===== src/rtl/pcm_mix_pkg.sv =====
package pcm_mix_pkg;
  typedef enum logic [2:0] {S_IDLE, S_ADDR, S_DATA, S_LOOP, S_DONE} seq_state_e;
  localparam logic [7:0] END_MARK = 8'hFF;
endpackage


===== src/rtl/pcm_mix_seq.sv =====
module pcm_mix_seq
  import pcm_mix_pkg::*;
#(
  parameter int NCH = 8,
  parameter int AW  = 16,
  localparam int CW = $clog2(NCH)
) (
  input  logic           clk_i,
  input  logic           rst_ni,
  input  logic           tick_i,
  input  logic           en_i,
  input  logic [NCH-1:0] chan_on_i,
  input  logic [7:0]     rdata_i,
  input  logic [AW-1:0]  cur_addr_i,
  input  logic [AW-1:0]  cur_loop_i,
  output logic [CW-1:0]  ch_o,
  output logic [AW-1:0]  mem_addr_o,
  output logic           adv_o,
  output logic           reload_o,
  output logic           lat_o,
  output logic           start_o,
  output logic           done_o
);
  seq_state_e state_q, state_d;
  logic [CW-1:0] ch_q, ch_d;
  logic last;

  assign last   = (ch_q == CW'(NCH - 1));
  assign ch_o   = ch_q;
  assign done_o = (state_q == S_DONE);

  always_comb begin
    state_d    = state_q;
    ch_d       = ch_q;
    adv_o      = 1'b0;
    reload_o   = 1'b0;
    lat_o      = 1'b0;
    start_o    = 1'b0;
    mem_addr_o = cur_addr_i;
    if (!en_i) begin
      state_d = S_IDLE;
    end else begin
      unique case (state_q)
        S_IDLE: if (tick_i) begin
          state_d = S_ADDR;
          ch_d    = '0;
          start_o = 1'b1;
        end
        S_ADDR: begin
          if (chan_on_i[ch_q]) state_d = S_DATA;
          else if (last)       state_d = S_DONE;
          else                 ch_d    = ch_q + 1'b1;
        end
        S_DATA: begin
          if (rdata_i == END_MARK) begin
            reload_o   = 1'b1;
            mem_addr_o = cur_loop_i;
            state_d    = S_LOOP;
          end else begin
            adv_o = 1'b1;
            lat_o = 1'b1;
            if (last) state_d = S_DONE;
            else begin
              ch_d    = ch_q + 1'b1;
              state_d = S_ADDR;
            end
          end
        end
        S_LOOP: begin
          lat_o = 1'b1;
          if (last) state_d = S_DONE;
          else begin
            ch_d    = ch_q + 1'b1;
            state_d = S_ADDR;
          end
        end
        S_DONE:  state_d = S_IDLE;
        default: state_d = S_IDLE;
      endcase
    end
  end

  always_ff @(posedge clk_i or negedge rst_ni) begin
    if (!rst_ni) begin
      state_q <= S_IDLE;
      ch_q    <= '0;
    end else begin
      state_q <= state_d;
      ch_q    <= ch_d;
    end
  end

  // a marker always leads to the refetch step
  p_marker_refetch_r3: assert property (@(posedge clk_i) disable iff (!rst_ni)
    (en_i && state_q == S_DATA && rdata_i == END_MARK) |=> (state_q == S_LOOP));

  // a running sweep never restarts from channel 0
  p_no_restart_r9: assert property (@(posedge clk_i) disable iff (!rst_ni)
    (en_i && state_q != S_IDLE) |=> (state_q == S_IDLE || ch_q >= $past(ch_q)));
endmodule


===== src/rtl/pcm_mix_ptr.sv =====
module pcm_mix_ptr #(
  parameter int NCH = 8,
  parameter int AW  = 16,
  parameter int FW  = 11,
  parameter int SW  = 8,
  localparam int PW = AW + FW,
  localparam int CW = $clog2(NCH)
) (
  input  logic                     clk_i,
  input  logic                     rst_ni,
  input  logic                     en_i,
  input  logic [NCH-1:0]           chan_on_i,
  input  logic [NCH-1:0][SW-1:0]   start_i,
  input  logic [NCH-1:0][AW-1:0]   loop_i,
  input  logic [NCH-1:0][15:0]     step_i,
  input  logic [CW-1:0]            sel_i,
  input  logic                     adv_i,
  input  logic                     reload_i,
  output logic [NCH-1:0][PW-1:0]   ptr_o
);
  for (genvar k = 0; k < NCH; k++) begin : g_ch
    logic hit;
    assign hit = (sel_i == CW'(k));

    always_ff @(posedge clk_i or negedge rst_ni) begin
      if (!rst_ni)               ptr_o[k] <= '0;
      else if (!chan_on_i[k])    ptr_o[k] <= {start_i[k], {(PW-SW){1'b0}}};
      else if (hit && reload_i)  ptr_o[k] <= {loop_i[k], {FW{1'b0}}};
      else if (hit && adv_i)     ptr_o[k] <= ptr_o[k] + PW'(step_i[k]);
    end

    // an inactive channel sits at its start page
    p_off_start_r1: assert property (@(posedge clk_i) disable iff (!rst_ni)
      !chan_on_i[k] |=> (ptr_o[k] == {$past(start_i[k]), {(PW-SW){1'b0}}}));

    // active pointers freeze while disabled
    p_frozen_r8: assert property (@(posedge clk_i) disable iff (!rst_ni)
      (!en_i && chan_on_i[k]) |=> (ptr_o[k] == $past(ptr_o[k])));
  end
endmodule


===== src/rtl/pcm_mix_mac.sv =====
module pcm_mix_mac
  import pcm_mix_pkg::*;
#(
  parameter int NCH = 8,
  localparam int CW    = $clog2(NCH),
  localparam int ACC_W = 21 + $clog2(NCH)
) (
  input  logic                   clk_i,
  input  logic                   rst_ni,
  input  logic                   en_i,
  input  logic                   start_i,
  input  logic                   lat_i,
  input  logic [CW-1:0]          ch_i,
  input  logic [7:0]             byte_i,
  input  logic [NCH-1:0][7:0]    env_i,
  input  logic [NCH-1:0][7:0]    pan_i,
  input  logic                   done_i,
  output logic signed [15:0]     left_o,
  output logic signed [15:0]     right_o,
  output logic                   valid_o
);
  localparam logic signed [ACC_W-1:0] MAXV = 32767;
  localparam logic signed [ACC_W-1:0] MINV = -32768;

  logic [7:0]    smp_q;
  logic          vld_q;
  logic [CW-1:0] ch_q;
  logic [14:0]   me;
  logic [18:0]   pl, pr;
  logic signed [ACC_W-1:0] sl, sr, cl, cr, acc_l, acc_r, nxt_l, nxt_r;

  function automatic logic signed [15:0] sat16(input logic signed [ACC_W-1:0] v);
    if (v > MAXV)      return 16'h7fff;
    else if (v < MINV) return 16'h8000;
    else               return v[15:0];
  endfunction

  // shared magnitude x envelope, then per-side pan nibble
  always_comb begin
    me = {8'b0, smp_q[6:0]} * {7'b0, env_i[ch_q]};
    pl = {4'b0, me} * {15'b0, pan_i[ch_q][3:0]};
    pr = {4'b0, me} * {15'b0, pan_i[ch_q][7:4]};
    sl = $signed(ACC_W'(pl));
    sr = $signed(ACC_W'(pr));
    cl = smp_q[7] ? (sl >>> 5) : ((-sl) >>> 5);
    cr = smp_q[7] ? (sr >>> 5) : ((-sr) >>> 5);
    nxt_l = acc_l + (vld_q ? cl : '0);
    nxt_r = acc_r + (vld_q ? cr : '0);
  end

  always_ff @(posedge clk_i or negedge rst_ni) begin
    if (!rst_ni) begin
      smp_q <= '0;
      vld_q <= 1'b0;
      ch_q  <= '0;
      acc_l <= '0;
      acc_r <= '0;
    end else begin
      smp_q <= byte_i;
      vld_q <= lat_i && (byte_i != END_MARK);
      ch_q  <= ch_i;
      if (start_i) begin
        acc_l <= '0;
        acc_r <= '0;
      end else begin
        acc_l <= nxt_l;
        acc_r <= nxt_r;
      end
    end
  end

  always_ff @(posedge clk_i or negedge rst_ni) begin
    if (!rst_ni) begin
      left_o  <= '0;
      right_o <= '0;
      valid_o <= 1'b0;
    end else begin
      valid_o <= done_i && en_i;
      if (!en_i) begin
        left_o  <= '0;
        right_o <= '0;
      end else if (done_i) begin
        left_o  <= sat16(nxt_l);
        right_o <= sat16(nxt_r);
      end
    end
  end

  // valid is a single-cycle pulse
  p_valid_pulse_r9: assert property (@(posedge clk_i) disable iff (!rst_ni)
    valid_o |=> !valid_o);
endmodule


===== src/rtl/pcm_voice_mixer.sv =====
module pcm_voice_mixer #(
  parameter int NCH = 8,
  parameter int AW  = 16,
  parameter int FW  = 11,
  localparam int PW = AW + FW,
  localparam int CW = $clog2(NCH)
) (
  input  logic                   clk_i,
  input  logic                   rst_ni,
  input  logic                   sample_tick_i,
  input  logic                   mix_en_i,
  input  logic [NCH-1:0]         chan_on_i,
  input  logic [NCH-1:0][7:0]    env_i,
  input  logic [NCH-1:0][7:0]    pan_i,
  input  logic [NCH-1:0][15:0]   step_i,
  input  logic [NCH-1:0][AW-1:0] loop_i,
  input  logic [NCH-1:0][7:0]    start_i,
  output logic [AW-1:0]          mem_addr_o,
  input  logic [7:0]             mem_rdata_i,
  output logic signed [15:0]     left_o,
  output logic signed [15:0]     right_o,
  output logic                   valid_o
);
  logic [CW-1:0] ch;
  logic adv, reload, lat, start, done;
  logic [NCH-1:0][PW-1:0] ptr;
  logic [AW-1:0] cur_addr;

  assign cur_addr = ptr[ch][PW-1:FW];

  pcm_mix_seq #(.NCH(NCH), .AW(AW)) u_seq (
    .clk_i, .rst_ni,
    .tick_i     (sample_tick_i),
    .en_i       (mix_en_i),
    .chan_on_i,
    .rdata_i    (mem_rdata_i),
    .cur_addr_i (cur_addr),
    .cur_loop_i (loop_i[ch]),
    .ch_o       (ch),
    .mem_addr_o,
    .adv_o      (adv),
    .reload_o   (reload),
    .lat_o      (lat),
    .start_o    (start),
    .done_o     (done)
  );

  pcm_mix_ptr #(.NCH(NCH), .AW(AW), .FW(FW), .SW(8)) u_ptr (
    .clk_i, .rst_ni,
    .en_i      (mix_en_i),
    .chan_on_i,
    .start_i,
    .loop_i,
    .step_i,
    .sel_i     (ch),
    .adv_i     (adv),
    .reload_i  (reload),
    .ptr_o     (ptr)
  );

  pcm_mix_mac #(.NCH(NCH)) u_mac (
    .clk_i, .rst_ni,
    .en_i    (mix_en_i),
    .start_i (start),
    .lat_i   (lat),
    .ch_i    (ch),
    .byte_i  (mem_rdata_i),
    .env_i,
    .pan_i,
    .done_i  (done),
    .left_o,
    .right_o,
    .valid_o
  );

  // disabled mixer is silent on the next cycle
  p_disabled_quiet_r8: assert property (@(posedge clk_i) disable iff (!rst_ni)
    !mix_en_i |=> (left_o == 16'sd0 && right_o == 16'sd0 && !valid_o));
endmodule


===== config.mk =====
export PLATFORM = sky130hd
export DESIGN_NAME = pcm_voice_mixer
export DESIGN_NICKNAME = d
export VERILOG_FILES = /design/src/rtl/pcm_mix_pkg.sv /design/src/rtl/pcm_mix_seq.sv /design/src/rtl/pcm_mix_ptr.sv /design/src/rtl/pcm_mix_mac.sv /design/src/rtl/pcm_voice_mixer.sv
export SDC_FILE = /design/constraint.sdc
export NUM_CORES = 2
export LEC_CHECK = 0
export BUFFER_PORTS_ARGS = -buffer_cell sky130_fd_sc_hd__buf_4
export CAP_MARGIN = 5
export CORE_MARGIN = 2
export CORE_UTILIZATION = 51
export CTS_BUF_LIST = sky130_fd_sc_hd__clkbuf_4
export CTS_CLUSTER_SIZE = 8
export DETAILED_ROUTE_END_ITERATION = 10
export PLACE_DENSITY = 0.82
export SLEW_MARGIN = 20
export SYNTH_ARGS = -nofsm -noshare
export SYNTH_HDL_FRONTEND = slang
export SYNTH_SLANG_ARGS = --single-unit

===== constraint.sdc =====
create_clock -name clk_i -period 18.4 [get_ports clk_i]
set_input_delay 2.76 -clock clk_i [delete_from_list [all_inputs] [get_ports clk_i]]
set_output_delay 2.76 -clock clk_i [all_outputs]
set_load 0.005 [all_outputs]

Word level (Yosys, flattened, before mapping)
Cells that the tools add are included.
Word-level totals
  bits in registers: 315
  output and inout port bits: 49
  word-level logic and storage cells: 164
Operators by class
  add/subtract/negate cells: 13
  $mul: 3
  magnitude comparators: 6
  equality and inequality tests: 27
  mux-type cells: 74
  reductions and logical operators: 23
Operators by type and width (number)
  27-bit two-way mux: 25
  27-bit by 16-bit adder with 27-bit output: 8
  16-bit two-way mux: 12
  24-bit two-way mux: 6
  27-bit binary-select mux with 3-bit select: 1
  24-bit adder: 2
  16-bit binary-select mux with 3-bit select: 1
  8-bit binary-select mux with 3-bit select: 2
  24-bit by 16-bit > comparator with 1-bit output (second input constant): 2
  24-bit by 16-bit < comparator with 1-bit output (second input constant): 2
  19-bit negator with 24-bit output: 2
  15-bit by 4-bit multiplier with 19-bit output: 2
  3-bit two-way mux: 10
  3-bit by 1-bit != test with 1-bit output (second input constant): 8
  3-bit case mux with 4 select lines: 2
  1-bit logical AND: 18
  8-bit two-way mux: 2
  3-bit equality test (second input constant): 5
  7-bit by 8-bit multiplier with 15-bit output: 1
  3-bit by 2-bit equality test with 1-bit output (second input constant): 4
  1-bit two-way mux: 11
  8-bit equality test (second input constant): 1
  3-bit by 4-bit < comparator with 1-bit output (second input constant): 2
  8-bit != test (second input constant): 1
  other kinds (12): 16

Longest topological paths before layout
  depth after elaboration: 13
  gate-level depth with buffers: 53
  mapped depth without buffers: 47

Hierarchy
Synthesis repeated with hierarchy kept, for this count alone.
Second synthesis, totals
  cells, all modules: 3775
  area total of the unflattened synthesis: 33218.1 um^2
By module, submodules not included
  pcm_mix_ptr: times used 1, cells each 2092, area each 17300.3 um^2, sequential area each 5405.2 um^2
  pcm_mix_mac: times used 1, cells each 1501, area each 13143.9 um^2, sequential area each 2327.2 um^2
  pcm_voice_mixer: times used 1, cells each 114, area each 2073.2 um^2, sequential area each 0.0 um^2
  pcm_mix_seq: times used 1, cells each 68, area each 700.7 um^2, sequential area each 150.1 um^2

Least setup slack after synthesis
OpenSTA, ideal clock, no wires.
  path type: input port to flip-flop
  from: input env_i[57] (netlist name)
  to: register u_mac.left_o[10]
  setup time: 66 ps
  arrival time: 13486 ps
  required time: 18334 ps
  path slack: 4848 ps
  stages: 43
  path through: mux4_2 -> mux2i_1 -> nor2b_1 -> fa_1 -> fa_1 -> fa_1 -> fa_1 -> ha_1 -> a21oi_1 -> o21ai_0 -> a21oi_1 -> nand2b_1 -> a21boi_0 -> nor2_1 -> xor2_1 -> nor2_1 -> fa_1 -> inv_1 -> [7 not listed] -> or4_4 -> nor4b_4 -> nor2_1 -> xnor2_1 -> and2_1 -> ha_1 -> nand2_1 -> o32ai_1 -> o22ai_1 -> a211oi_1 -> a221oi_2 -> o211a_1 -> a2111oi_0 -> xor2_1 -> o41ai_2 -> nor2_4 -> buf_6 -> a221o_1
On the way
  word-level cells in the longest chain between the ends: 13
  elaborated cells between the ends (all ways): 14
  those cells by class: add/sub (2); mul (2); order compare (2); mux (8)
RTL lines
  from (decl): line pcm_voice_mixer.sv:13  | input logic [NCH-1:0][7:0] env_i,
  8-bit binary-select mux with 3-bit select *: line pcm_mix_mac.sv:40  | me = {8'b0, smp_q[6:0]} * {7'b0, env_i[ch_q]};
  8-bit two-way mux (not written as such) *: line pcm_mix_mac.sv:40
  7-bit by 8-bit multiplier with 15-bit output *: line pcm_mix_mac.sv:40
  15-bit by 4-bit multiplier with 19-bit output *: line pcm_mix_mac.sv:41  | pl = {4'b0, me} * {15'b0, pan_i[ch_q][3:0]};
  19-bit negator with 24-bit output: line pcm_mix_mac.sv:45  | cl = smp_q[7] ? (sl >>> 5) : ((-sl) >>> 5);
  24-bit two-way mux *: line pcm_mix_mac.sv:45
  24-bit two-way mux *: line pcm_mix_mac.sv:47  | nxt_l = acc_l + (vld_q ? cl : '0);
  24-bit adder *: line pcm_mix_mac.sv:47
  24-bit by 16-bit < comparator with 1-bit output: line pcm_mix_mac.sv:34  | else if (v < MINV) return 16'h8000;
  16-bit two-way mux: line pcm_mix_mac.sv:34
  16-bit two-way mux *: line pcm_mix_mac.sv:33  | if (v > MAXV) return 16'h7fff;
  16-bit two-way mux *: line pcm_mix_mac.sv:82  | end else if (done_i) begin
  16-bit two-way mux *: line pcm_mix_mac.sv:79  | if (!en_i) begin
  to (signal assigned): line pcm_mix_mac.sv:83  | left_o <= sat16(nxt_l);
  to (decl): line pcm_mix_mac.sv:18  | output logic signed [15:0] left_o,
Every way passes the cells marked *; elsewhere a longest branch is shown, timed or not. The select of a mux whose other input is x is not followed.
A chain may end at the register's enable or synchronous reset.

Worst setup path in the final report
  from: input env_i[25] (netlist name)
  to: register u_mac.left_o[6]
Same word-level chain as after synthesis.

==> flow_summary.json <==
{
  "htreeDepth": 3,
  "synth_cell_types": 103,
  "max_stage_delay_ns": 0.59,
  "critPathArrivalTime_ns": 15.05,
  "ys.flop_type": "dfrtp_1",
  "fin_worst_skew_ns": 0.0719,
  "die_h_um": 253,
  "dr_wl_met2_um": 51200,
  "vias": 30900,
  "wl_per_cell_um": 22.8,
  "root_buffer": "clkbuf_4",
  "async_flop_share_pct": 100,
  "ctsHoldBuffers": 0,
  "ant_nets": 0,
  "synth_top_cell_by_area": "dfrtp_1",
  "critPathSlowestCell": "fa_1",
  "min_from": "u_ptr.ptr_o[169]$_DFFE_PN0P_",
  "hold_class": "flip-flop to flip-flop",
  "required_ns": 19.19,
  "max_freq_mhz": 70.1,
  "rows": 91,
  "finalInstanceArea_mm2": 0.0373,
  "routed_wl_um": 112000,
  "dieArea_mm2": 0.0638,
  "die_x_um": 253,
  "grt_max_degree": 138,
  "cts_buffer_depth": 3,
  "cts_sinks": 315,
  "grt_usage_pct": 34.6,
  "drc": 0,
  "grt_pass1_vias": 30300,
  "dp_hpwl_um": 88100,
  "rsz0062_at_grt": "false",
  "yosys_warnings": 0,
  "synth_edf_count": 0,
  "synthTopCellsByArea": "dfrtp_1 25%, ha_1 10%, mux4_2 8.1%",
  "status": "complete, no violations",
  "finalMaxSlewViolations": 0,
  "topRoutingLayerUsed": "met5",
  "fin_crit_sh_pct": 77.5,
  "io_buffers": 516,
  "drtIter0Drc": 3057,
  "io_pins": 517,
  "cts_setup_buffers": 0,
  "grt_pass1_wl_um": 171000,
  "ys_ff_latch": 315,
  "drive_gt1_share_pct": 21.8,
  "path_common_cell": "fa_1",
  "max_cap_violations": 0,
  "synth_top_area_share_pct": 25.0,
  "antenna_found_initial": 18,
  "cts_made_buffers": 92,
  "pre_cts_slack_ns": 3.47,
  "cp_max_fo": 13,
  "start_kind": "primary input",
  "setup_viol": 0,
  "hold_viol": 0,
  "regArea_mm2": 0.00789,
  "syn_nets": 4338,
  "wl_met3_um": 12400,
  "rr_startpoint": "u_mac.ch_q[0]$_DFF_PN0_",
  "core_area_mm2": 0.0614,
  "path_class": "primary input to flip-flop",
  "met1_length_um": 41100,
  "fin_tns_setup_ns": 0,
  "syn_avg_cell_area_um2": 8.96,
  "startpoint": "env_i[25]",
  "firstDrtPassIters": 8,
  "worstSetupEndpointType": "flip-flop",
  "cts_tree": "yes",
  "fin_ws_ns": 4.14,
  "place_congestion": 1.02,
  "synthesis.area_mm2": 0.0315,
  "placed_area_mm2": 0.0361,
  "syn_inst": 3520,
  "start_util_pct": 51.4,
  "slew_headroom_pct": 27.1,
  "tightest_slew_ns": 1.08,
  "cts_resized": 0,
  "clk_latency_ns": 0.90,
  "fin_crit_ns": 14.26,
  "multi_input_area_mm2": 0.0224,
  "nNetsFinal": 4844,
  "synth-seq-area-share_pct": 25.0,
  "grt_overflow_total": 0,
  "areaGrowthSynthToFinish_pct": 18.3,
  "fillers": 5246,
  "path_clk_slew_ns": 0.06,
  "viasPerCell": 6.32
}
[worst paths after layout]
| check | endpoint | slack [ns] | cells past startpoint |
|---|---|---|---|
| hold / removal | u_ptr.ptr_o[169]$_DFFE_PN0P_ | 0.49 | 2 |
| setup reg to reg | u_mac.left_o[6]$_DFFE_PN0P_ | 5.13 | 43 |
| min in group asynchronous | u_mac.acc_r[0]$_DFF_PN0_ | 1.92 | 1 |
| max in group asynchronous | u_ptr.ptr_o[12]$_DFFE_PN0P_ | 14.34 | 3 |
| setup / recovery | u_mac.left_o[6]$_DFFE_PN0P_ | 4.14 | 43 |
| hold reg to reg | u_ptr.ptr_o[169]$_DFFE_PN0P_ | 0.49 | 2 |
[flip-flops by register name, indices dropped and copies added (netlist names)]
signal / count
u_mac.acc_l: 24
u_mac.acc_r: 24
u_mac.ch_q: 3
u_mac.left_o: 16
u_mac.right_o: 16
u_mac.smp_q: 8
u_mac.valid_o: 1
u_mac.vld_q: 1
u_ptr.ptr_o: 216
u_seq.ch_o: 3
u_seq.state_q: 3
[cell usage after synthesis (18+ instances only)]
cell type,number
xnor2_1,126
o21ai_0,232
ha_1,259
xor2_1,86
a31oi_1,28
nor2b_1,111
nand4_1,35
mux4_2,114
nand3_1,83
or2_2,32
clkbuf_1,110
o211ai_1,27
a211oi_1,26
or3_1,27
and2_1,35
inv_1,192
o21a_1,24
mux2i_1,24
fa_1,91
nor3_1,86
a21o_1,86
a221o_1,18
o31ai_1,20
nand2b_1,59
nand2_1,288
a22o_1,36
dfrtp_1,315
a21oi_1,237
o21bai_1,28
and3_1,50
nor2_1,301
[routing by layer]
metal / global-route usage (%) / up-vias
met3: 9.18 / 394
met1: 42.3 / 14700
met5: 0 / -
met2: 55.7 / 1758
met4: 19.0 / 12
li1: - / 14100
[layout by cell type, fill, tap and decap left out, types with 24 or more instances in the layout]
master	Yosys	routed
buf_4	3	544
dfrtp_1	315	311
nor2_1	301	300
nand2_1	288	288
ha_1	259	259
a21oi_1	237	233
o21ai_0	232	232
inv_1	192	192
xnor2_1	126	126
clkbuf_4	0	124
mux4_2	114	114
nor2b_1	111	111
fa_1	91	91
a21o_1	86	86
xor2_1	86	86
nor3_1	86	83
nand3_1	83	83
nand2b_1	59	59
and3_1	50	50
a22o_1	36	36
nand4_1	35	35
and2_1	35	35
or2_2	32	32
o21bai_1	28	28
or3_1	27	27
o211ai_1	27	27
a31oi_1	28	26
a211oi_1	26	26
clkinv_1	2	25
o21a_1	24	24
[final cells by class]
class,instances,area share [%]
clock inverters,35,0.496
repair buffers,546,11.0
clock buffers,124,2.50
flip-flops and latches,315,21.2
inverters,194,1.95
multi-input cells,2877,60.1
well taps,790,2.65
diodes,14,0.0939
[cell families after synthesis]
family	synth area share, %
buffers and inverters	4.05
and+or+nand+nor	18.3
AOI/OAI and AO/OA	21.7
xor gates and xnor gates	5.94
muxes	8.98
DFF	25.0
adders and majority gates	16.1
[stage by stage]
| step | utilization, % | hold WS [ns] | cells |
|---|---|---|---|
| final | 60.8 | 0.488 | 4895 |
| after global routing | 60.8 | 0.517 | 4891 |
| after CTS | 60.7 | 0.490 | 4881 |
| after detailed placement | 58.9 | 0.472 | 4722 |
| after global placement | 58.9 | 0.466 | 4722 |
| after floorplan | - | 0.404 | 3520 |
[worst max-delay path: cells and delay by family]
kind / cells / cell delay (ns)
AO/OA/AOI/OAI: 15 / 3.65
multiplexers: 2 / 0.98
adder cells (fa/ha/maj): 9 / 4.10
buffers and inverters: 4 / 0.35
AND/OR/NAND/NOR: 10 / 2.17
XOR/XNOR: 3 / 1.03
Power is left out: the tool's default activity adds up to more than one toggle a clock period on the data nets, which glitch-free logic cannot reach.
